[config.mk]
export PLATFORM = sky130hd
export DESIGN_NAME = mac_unit
export DESIGN_NICKNAME = d
export VERILOG_FILES = /design/src/rtl/mac_pkg.sv /design/src/rtl/mac_prod_stage.sv /design/src/rtl/mac_acc_stage.sv /design/src/rtl/mac_unit.sv
export SDC_FILE = /design/constraint.sdc
export NUM_CORES = 1
export LEC_CHECK = 0
export ABC_AREA = 1
export BUFFER_PORTS_ARGS = -buffer_cell sky130_fd_sc_hd__buf_2
export CORE_ASPECT_RATIO = 0.8
export CORE_UTILIZATION = 60
export DETAILED_ROUTE_END_ITERATION = 8
export GPL_TIMING_DRIVEN = 0
export PLACE_DENSITY = 0.75
export SLEW_MARGIN = 20
export SYNTH_ARGS = -nofsm -noshare
export SYNTH_HDL_FRONTEND = slang
export SYNTH_SLANG_ARGS = --single-unit
[constraint.sdc]
create_clock -name clk_i -period 4.6 [get_ports clk_i]
set_input_delay 0.23 -clock clk_i [delete_from_list [all_inputs] [get_ports clk_i]]
set_output_delay 0.23 -clock clk_i [all_outputs]
set_load 0.005 [all_outputs]
[src/rtl/mac_pkg.sv]
package mac_pkg;
  typedef enum logic {
    MAC_SUB = 1'b0,
    MAC_ADD = 1'b1
  } mac_dir_e;

  typedef struct packed {
    logic     vld;
    logic     load;
    mac_dir_e dir;
  } mac_ctrl_t;
endpackage

[src/rtl/mac_prod_stage.sv]
module mac_prod_stage
  import mac_pkg::*;
#(
  parameter int OP_W        = 8,
  parameter int ACC_W       = 17,
  parameter bit SIGNED_MODE = 1'b1
) (
  input  logic             clk_i,
  input  logic             rst_ni,
  input  logic             valid_i,
  input  logic [OP_W-1:0]  a_i,
  input  logic [OP_W-1:0]  b_i,
  input  logic             load_i,
  input  logic             add_i,
  output logic [ACC_W-1:0] prod_o,
  output mac_ctrl_t        ctrl_o
);
  localparam int PROD_W = 2 * OP_W;
  localparam int EXT_W  = ACC_W - PROD_W;

  logic [ACC_W-1:0] prod_ext;

  generate
    if (SIGNED_MODE) begin : g_signed
      logic signed [PROD_W-1:0] p_s;
      assign p_s      = $signed(a_i) * $signed(b_i);
      assign prod_ext = {{EXT_W{p_s[PROD_W-1]}}, p_s};
    end else begin : g_unsigned
      logic [PROD_W-1:0] p_u;
      assign p_u      = a_i * b_i;
      assign prod_ext = {{EXT_W{1'b0}}, p_u};
    end
  endgenerate

  always_ff @(posedge clk_i or negedge rst_ni) begin
    if (!rst_ni) begin
      prod_o <= '0;
      ctrl_o <= '{vld: 1'b0, load: 1'b0, dir: MAC_ADD};
    end else begin
      ctrl_o.vld <= valid_i;
      if (valid_i) begin
        prod_o      <= prod_ext;
        ctrl_o.load <= load_i;
        ctrl_o.dir  <= add_i ? MAC_ADD : MAC_SUB;
      end
    end
  end
endmodule

[src/rtl/mac_acc_stage.sv]
module mac_acc_stage
  import mac_pkg::*;
#(
  parameter int ACC_W = 17
) (
  input  logic             clk_i,
  input  logic             rst_ni,
  input  logic [ACC_W-1:0] prod_i,
  input  mac_ctrl_t        ctrl_i,
  output logic [ACC_W-1:0] acc_o,
  output logic             valid_o
);
  logic [ACC_W-1:0] term;
  logic [ACC_W-1:0] base;
  logic [ACC_W-1:0] acc_nxt;

  always_comb begin
    term    = (ctrl_i.dir == MAC_ADD) ? prod_i : (~prod_i + 1'b1);
    base    = ctrl_i.load ? '0 : acc_o;
    acc_nxt = base + term;  // wraps modulo 2^ACC_W
  end

  always_ff @(posedge clk_i or negedge rst_ni) begin
    if (!rst_ni) begin
      acc_o   <= '0;
      valid_o <= 1'b0;
    end else begin
      valid_o <= ctrl_i.vld;
      if (ctrl_i.vld) acc_o <= acc_nxt;
    end
  end
endmodule

[src/rtl/mac_unit.sv]
module mac_unit
  import mac_pkg::*;
#(
  parameter int OP_L        = 4,
  parameter int OP_R        = 4,
  parameter int OUT_L       = 9,
  parameter bit SIGNED_MODE = 1'b1,
  localparam int OP_W       = OP_L + OP_R,
  localparam int ACC_W      = OUT_L + 2 * OP_R
) (
  input  logic             clk_i,
  input  logic             rst_ni,
  input  logic             valid_i,
  input  logic [OP_W-1:0]  a_i,
  input  logic [OP_W-1:0]  b_i,
  input  logic             load_i,
  input  logic             add_i,
  output logic [ACC_W-1:0] acc_o,
  output logic             valid_o
);
  logic [ACC_W-1:0] prod_q;
  mac_ctrl_t        ctrl_q;

  mac_prod_stage #(
    .OP_W       (OP_W),
    .ACC_W      (ACC_W),
    .SIGNED_MODE(SIGNED_MODE)
  ) u_prod (
    .clk_i  (clk_i),
    .rst_ni (rst_ni),
    .valid_i(valid_i),
    .a_i    (a_i),
    .b_i    (b_i),
    .load_i (load_i),
    .add_i  (add_i),
    .prod_o (prod_q),
    .ctrl_o (ctrl_q)
  );

  mac_acc_stage #(
    .ACC_W(ACC_W)
  ) u_acc (
    .clk_i  (clk_i),
    .rst_ni (rst_ni),
    .prod_i (prod_q),
    .ctrl_i (ctrl_q),
    .acc_o  (acc_o),
    .valid_o(valid_o)
  );
endmodule

==> results.py, run 1 <==
metrics = {
    "synthesis": {
        "ys_async_sr_fraction_pct": 100.0,
        "synthCells": 761,
        "ys_ff_latch": 37,
        "netlist_area_sq_mm": 0.005395,
        "synth_edf_count": 0,
        "ys_types": 37,
        "ys_warn_count": 0,
        "synthesis.nets": 884,
        "synth-main-ff-cell": "dfrtp_1",
        "avgSynthCellArea_sq_um": 7.090,
        "yosysSeqAreaShare_pct": 17.18,
    },
    "die": {
        "fp.dieArea_sq_mm": 0.009378,
        "rows": 30,
        "coreArea_sq_mm": 0.008596,
        "initial_utilization_pct": 62.77,
        "die_height_um": 86.82,
        "die-width_um": 108.0,
        "io_pins": 39,
    },
    "clock_network": {
        "cts_tree": "yes",
        "post_cts_buffers": 0,
        "cts_hold_buf": 0,
        "cts.repair.resized": 0,
        "cts_buffers": 5,
        "clock_sinks": 37,
        "clock_path_buffers": 2,
        "cts_root_buffer": "clkbuf_8",
        "clock_latency_ns": 0.31,
        "htreeDepth": 2,
        "clk_pin_slew_ns": 0.09,
    },
    "setup_path": {
        "cp_max_fo": 8,
        "cp.required_ns": 4.77,
        "crit_type": "input port to flop",
        "cp.arrival_ns": 4.42,
        "reg2reg_slack_ns": 1.79,
        "endpoint_kind": "flop",
        "rr_worst_depth": 15,
        "cp-start-kind": "input port",
    },
    "finish": {
        "drive_gt1_share_pct": 7.323,
        "n_antenna_cell": 0,
        "layout.nets": 914,
        "final_util_pct": 67.13,
        "final_common_cell": "nand2_1",
        "area_delta_synth_final_pct": 6.957,
        "mostFrequentLayoutCells": "188 x nand2_1, 178 x inv_1, 56 x fa_1",
    },
    "drt": {
        "wl_per_cell_um": 13.34,
        "drcViolationCount": 0,
        "first_pass_iters": 5,
        "routed_wl_mm": 12.06,
        "viasPerCell": 5.264,
        "drtIter0Drc": 419,
        "num_vias": 4759,
        "ant_nets": 0,
    },
    "grt": {
        "grt_max_degree": 38,
        "first_global_vias": 4582,
        "grt_use_total_pct": 28.62,
        "antenna_found_initial": 0,
        "grt_overflow": 0,
        "grt_pass1_wl_mm": 20.89,
    },
    "sta": {
        "period_share_pct": 92.56,
        "hold_viol": 0,
        "tns_ns": 0,
        "max_freq_mhz": 234.9,
        "drv_slew": 0,
        "fin_crit_ns": 4.258,
        "maxSlewHeadroom_pct": 40.85,
        "tightest_slew_ns": 0.8872,
        "setup_viol": 0,
        "rsz0062_at_grt": "no",
        "finalClockSkew_ns": 0.009941,
    },
    "power_and_ir_drop": {
        "seq_power_share_pct": 16.6,
        "internal_power_mw": 1.617,
        "finalPower_mw": 3.420,
        "peakVddDrop_mv": 0.3058,
        "netSwitchingFraction_pct": 52.73,
        "combPwrFrac_pct": 74.3,
        "p_leak_nw": 3.385,
        "power_frac_clock_pct": 9.1,
        "power.switching_mw": 1.803,
        "p_per_area_mw_per_mm2": 592.7,
    },
    "place": {
        "portBuffers": 23,
        "routabilityCongestion": 0.9172,
        "dp_hpwl_mm": 10.20,
    },
    "run": {
        "cap_violations": 0,
    },
    "min_path": {
        "hold_class": "input port to async pin",
    },
    "run_status": {
        "status": "complete, no violations",
    },
}
==> power by group through the flow <==
stage                     clock, mW  combinational (mW)  sequential (mW)
final                         0.311                2.54            0.567
after CTS                     0.316                2.53            0.567
after global placement            0                2.45            0.566
after floorplan                   0                1.96            0.566
after global routing          0.331                2.93            0.587
after detailed placement          0                2.51            0.572
==> routing by layer <==
layer	vias to the layer above	share of wire, %	global-route usage, %
met4	0	1.2	5.355
met2	163	43	43.60
met3	19	7.3	4.060
met1	2238	49	43.37
met5	-	0	0
li1	2339	-	-
==> metrics by stage <==
stage                     instances  hold WS, ns  cell area (sq um)  setup slack (ns)
after floorplan                 761     -0.06559               5395            0.5161
after global placement          896       0.3628               5650           0.09182
after detailed placement        896       0.3646               5650           0.05187
after CTS                       904      0.04371               5771            0.3347
after global routing            904      0.04370               5771           0.01623
final                           904      0.03574               5771            0.3421
==> worst max-delay path, stage by stage <==
cell and delay (ns):
clkbuf_1 0.21, nand2_1 0.18, inv_1 0.10, fa_1 0.59, inv_1 0.17, fa_1 0.55
inv_1 0.05, fa_1 0.53, inv_1 0.06, fa_1 0.53, inv_1 0.04, ha_1 0.35
nand2_1 0.12, nor3_1 0.22, nand3_1 0.17, nand3_1 0.12, nand2_1 0.05, nand3_1 0.06
o21ai_0 0.08
==> synthesized netlist by cell type, types with 2 or more instances <==
library cell	count	share of area (%)
a21oi_2	4	0.65
or2_2	2	0.23
inv_1	178	12
o21ai_0	35	3.2
o31ai_1	2	0.28
xnor2_1	11	1.8
nand3b_1	8	1.1
nand3_2	2	0.37
xor2_1	13	2.1
dfrtp_1	36	17
a31oi_1	3	0.35
nor2_4	2	0.42
nand2_1	188	13
o21ai_1	4	0.37
clkbuf_1	20	1.4
nor3_1	2	0.19
inv_2	4	0.28
ha_1	46	11
a21o_1	3	0.42
buf_2	3	0.28
or2_1	3	0.35
a21oi_1	23	2.1
fa_1	56	21
nand2_2	5	0.58
nand4_1	3	0.35
nor2_1	55	3.8
nand3_1	40	3.7
==> sequential cells by signal, summed over array words and instances, names as in the netlist <==
name and count:
u_prod.ctrl_o 3, u_prod.prod_o 16, u_acc.valid_o 1, u_acc.acc_o 17
==> final cells by class <==
cell class | instances | area, sq um
buffer | 24 | 97.59
clock buffer | 6 | 82.58
clock inverter | 2 | 37.54
fill | 787 | 2825
inverter | 183 | 686.9
multi-input combinational | 517 | 3684
sequential | 37 | 927.1
tap | 112 | 140.1
timing repair buffer | 23 | 115.1
==> cell families (layout without fill, tap and decap cells) <==
group                    count (synthesis)  after routing  share of synthesized area, %
AO/OA/AOI/OAI                           77             77                         8.001
flip-flops                              37             37                         17.18
adder cells (fa/ha/maj)                102            102                         31.45
XOR/XNOR                                24             24                         3.896
AND/OR/NAND/NOR                        314            314                         24.93
buffers and inverters                  207            238                         14.54
==> path summary, 6_finish.rpt <==
| path | from | end |
|---|---|---|
| max | b_i[2] | u_prod.prod_o[14] |
| min | rst_ni | u_acc.acc_o[1] |
| max reg2reg | u_prod.prod_o[0] | u_acc.acc_o[12] |
| min reg2reg | u_acc.acc_o[11] | u_acc.acc_o[11] |
| max in group asynchronous | rst_ni | u_acc.acc_o[13] |
| min in group clk_i | valid_i | u_prod.ctrl_o[2] |
Note: power is estimated with default switching activity, not from simulation.
==> inputs of run 2 (changes only) <==
--- a/config.mk
+++ b/config.mk
@@ -9,6 +9,7 @@
 export BUFFER_PORTS_ARGS = -buffer_cell sky130_fd_sc_hd__buf_2
 export CORE_ASPECT_RATIO = 0.8
 export CORE_UTILIZATION = 60
+export CTS_BUF_LIST = sky130_fd_sc_hd__clkbuf_16
 export DETAILED_ROUTE_END_ITERATION = 8
 export GPL_TIMING_DRIVEN = 0
 export PLACE_DENSITY = 0.75
==> results.py, run 2 (synthesized netlist as in run 1, its figures left out) <==
metrics = {
    "run_status": {
        "status": "complete, no violations",
    },
    "finish": {
        "area_delta_synth_final_pct": 7.908,
        "n_antenna_cell": 0,
        "final_common_cell": "nand2_1",
        "top_regs": "u_acc.acc_o: 17 flops, u_prod.prod_o: 16 flops, u_prod.ctrl_o: 3 flops",
        "drive_gt1_share_pct": 7.323,
        "final_util_pct": 67.73,
        "largest_reg_flops": 17,
        "mostFrequentLayoutCells": "188 x nand2_1, 178 x inv_1, 56 x fa_1",
        "top_register": "u_acc.acc_o",
        "layout.nets": 914,
    },
    "clock_network": {
        "post_cts_buffers": 0,
        "clock_latency_ns": 0.29,
        "cts_tree": "yes",
        "htreeDepth": 2,
        "clock_path_buffers": 2,
        "cts_buffers": 5,
        "clock_sinks": 37,
        "cts_root_buffer": "clkbuf_16",
        "clk_pin_slew_ns": 0.06,
        "cts_hold_buf": 0,
        "cts.repair.resized": 0,
    },
    "sta": {
        "finalClockSkew_ns": 0.005835,
        "max_freq_mhz": 237.8,
        "period_share_pct": 91.40,
        "setup_viol": 0,
        "tns_ns": 0,
        "drv_slew": 0,
        "hold_viol": 0,
        "tightest_slew_ns": 0.8952,
        "maxSlewHeadroom_pct": 40.32,
        "worst_slack_ns": 0.3955,
        "rsz0062_at_grt": "no",
        "fin_crit_ns": 4.205,
    },
    "die": {
        "rows": 30,
        "coreArea_sq_mm": 0.008596,
        "die-width_um": 108.0,
        "initial_utilization_pct": 62.77,
        "io_pins": 39,
        "die_height_um": 86.82,
        "fp.dieArea_sq_mm": 0.009378,
    },
    "drt": {
        "ant_nets": 0,
        "num_vias": 4712,
        "drtIter0Drc": 378,
        "routed_wl_mm": 12.09,
        "first_pass_iters": 5,
        "drcViolationCount": 0,
        "wl_per_cell_um": 13.38,
        "viasPerCell": 5.212,
    },
    "grt": {
        "busiest_layer": "met2",
        "antenna_found_initial": 0,
        "grt_use_met2_pct": 43.37,
        "grt.met3_usage_pct": 3.835,
        "grt_pass1_wl_mm": 20.76,
        "grtUsageMet1_pct": 43.25,
        "grt_use_total_pct": 28.38,
        "grt_max_degree": 38,
        "grt_overflow": 0,
        "first_global_vias": 4528,
    },
    "setup_path": {
        "cp_top_family": "adder cells",
        "cp_max_fo": 8,
        "slowest_delay_ns": 0.59,
        "cp.arrival_ns": 4.35,
        "endpoint_kind": "flop",
        "crit_chain": "clkbuf_1, nand2_1, inv_1, fa_1, inv_1, fa_1, inv_1, fa_1, inv_1, fa_1, inv_1, ha_1, nand2_1, nor3_2, nand3_1, nand3_1, nand2_1, nand3_1, o21ai_0",
        "cp.required_ns": 4.74,
        "cp_slowest_cell": "fa_1",
        "path_common_cell": "inv_1",
        "cp_num_buf_inv": 6,
        "cp-start-kind": "input port",
        "crit_type": "input port to flop",
    },
    "power_and_ir_drop": {
        "peakVddDrop_mv": 0.3170,
        "p_leak_nw": 3.406,
        "p_per_area_mw_per_mm2": 604.2,
    },
    "min_path": {
        "hold_class": "input port to async pin",
    },
    "run": {
        "cap_violations": 0,
    },
    "place": {
        "portBuffers": 23,
        "dp_hpwl_mm": 10.20,
        "routabilityCongestion": 0.9172,
        "dpl_worst_slack_ns": 0.05187,
    },
}
[run 2: cell types whose count changed in the layout (fill, tap and decap cells not counted), sizes merged]
cell    delta
clkbuf     -1
clkinv     +1
[run 2: where the power goes]
part / switching [mW] / internal (mW) / leakage [nW]
logic: 1.57 / 0.976 / 2.88
registers: 0.102 / 0.466 / 0.446
clock network: 0.144 / 0.254 / 0.0775
total: 1.82 / 1.70 / 3.41
[run 2: metrics by stage]
step	std cells	instance area, sq um	power [mW]	hold WS (ns)
2_1_floorplan	761	5395	2.525	-0.06559
3_3_place_gp	896	5650	3.013	0.3628
3_5_place_dp	896	5650	3.086	0.3646
4_1_cts	904	5817	3.498	0.07115
5_1_grt	904	5822	3.949	0.07375
6_report	904	5822	3.517	0.06873
[run 2: final timing paths]
kind | startpoint | to | slack [ns] | cells past startpoint
setup / recovery | b_i[2] | u_prod.prod_o[14] | 0.40 | 19
hold reg to reg | u_acc.acc_o[9] | u_acc.acc_o[9] | 0.50 | 2
hold / removal | rst_ni | u_acc.acc_o[1] | 0.07 | 1
setup reg to reg | u_prod.prod_o[0] | u_acc.acc_o[12] | 1.78 | 15
min in group clk_i | valid_i | u_prod.ctrl_o[2] | 0.07 | 1
max in group asynchronous | rst_ni | u_acc.acc_o[10] | 3.97 | 1
[run 2: layout make-up]
type                       instances  area, sq um
timing repair buffer              23        115.1
sequential                        37        927.1
buffer                            24        97.59
clock inverter                     3        41.29
multi-input combinational        517         3689
inverter                         183        686.9
clock buffer                       5        125.1
tap                              112        140.1
fill                             784         2774
[run 2: per-layer routing]
layer	up-vias	part of all wire, %
met5	-	0
met4	0	1.1
met3	20	6.1
met2	137	42
met1	2214	51
li1	2341	-
[run 2: worst register-to-register path, cell delays in order, from the launching register on]
cell and delay, ns:
dfrtp_1 0.41, inv_2 0.08, nand3_1 0.14, nand3b_4 0.20, nor3_1 0.32, a21oi_1 0.14
xor2_1 0.17, ha_1 0.34, nand2_1 0.14, inv_1 0.05, nand2_1 0.06, nand2_1 0.08
nand3b_1 0.23, or2_1 0.24, nand3_1 0.06, nand2_1 0.05
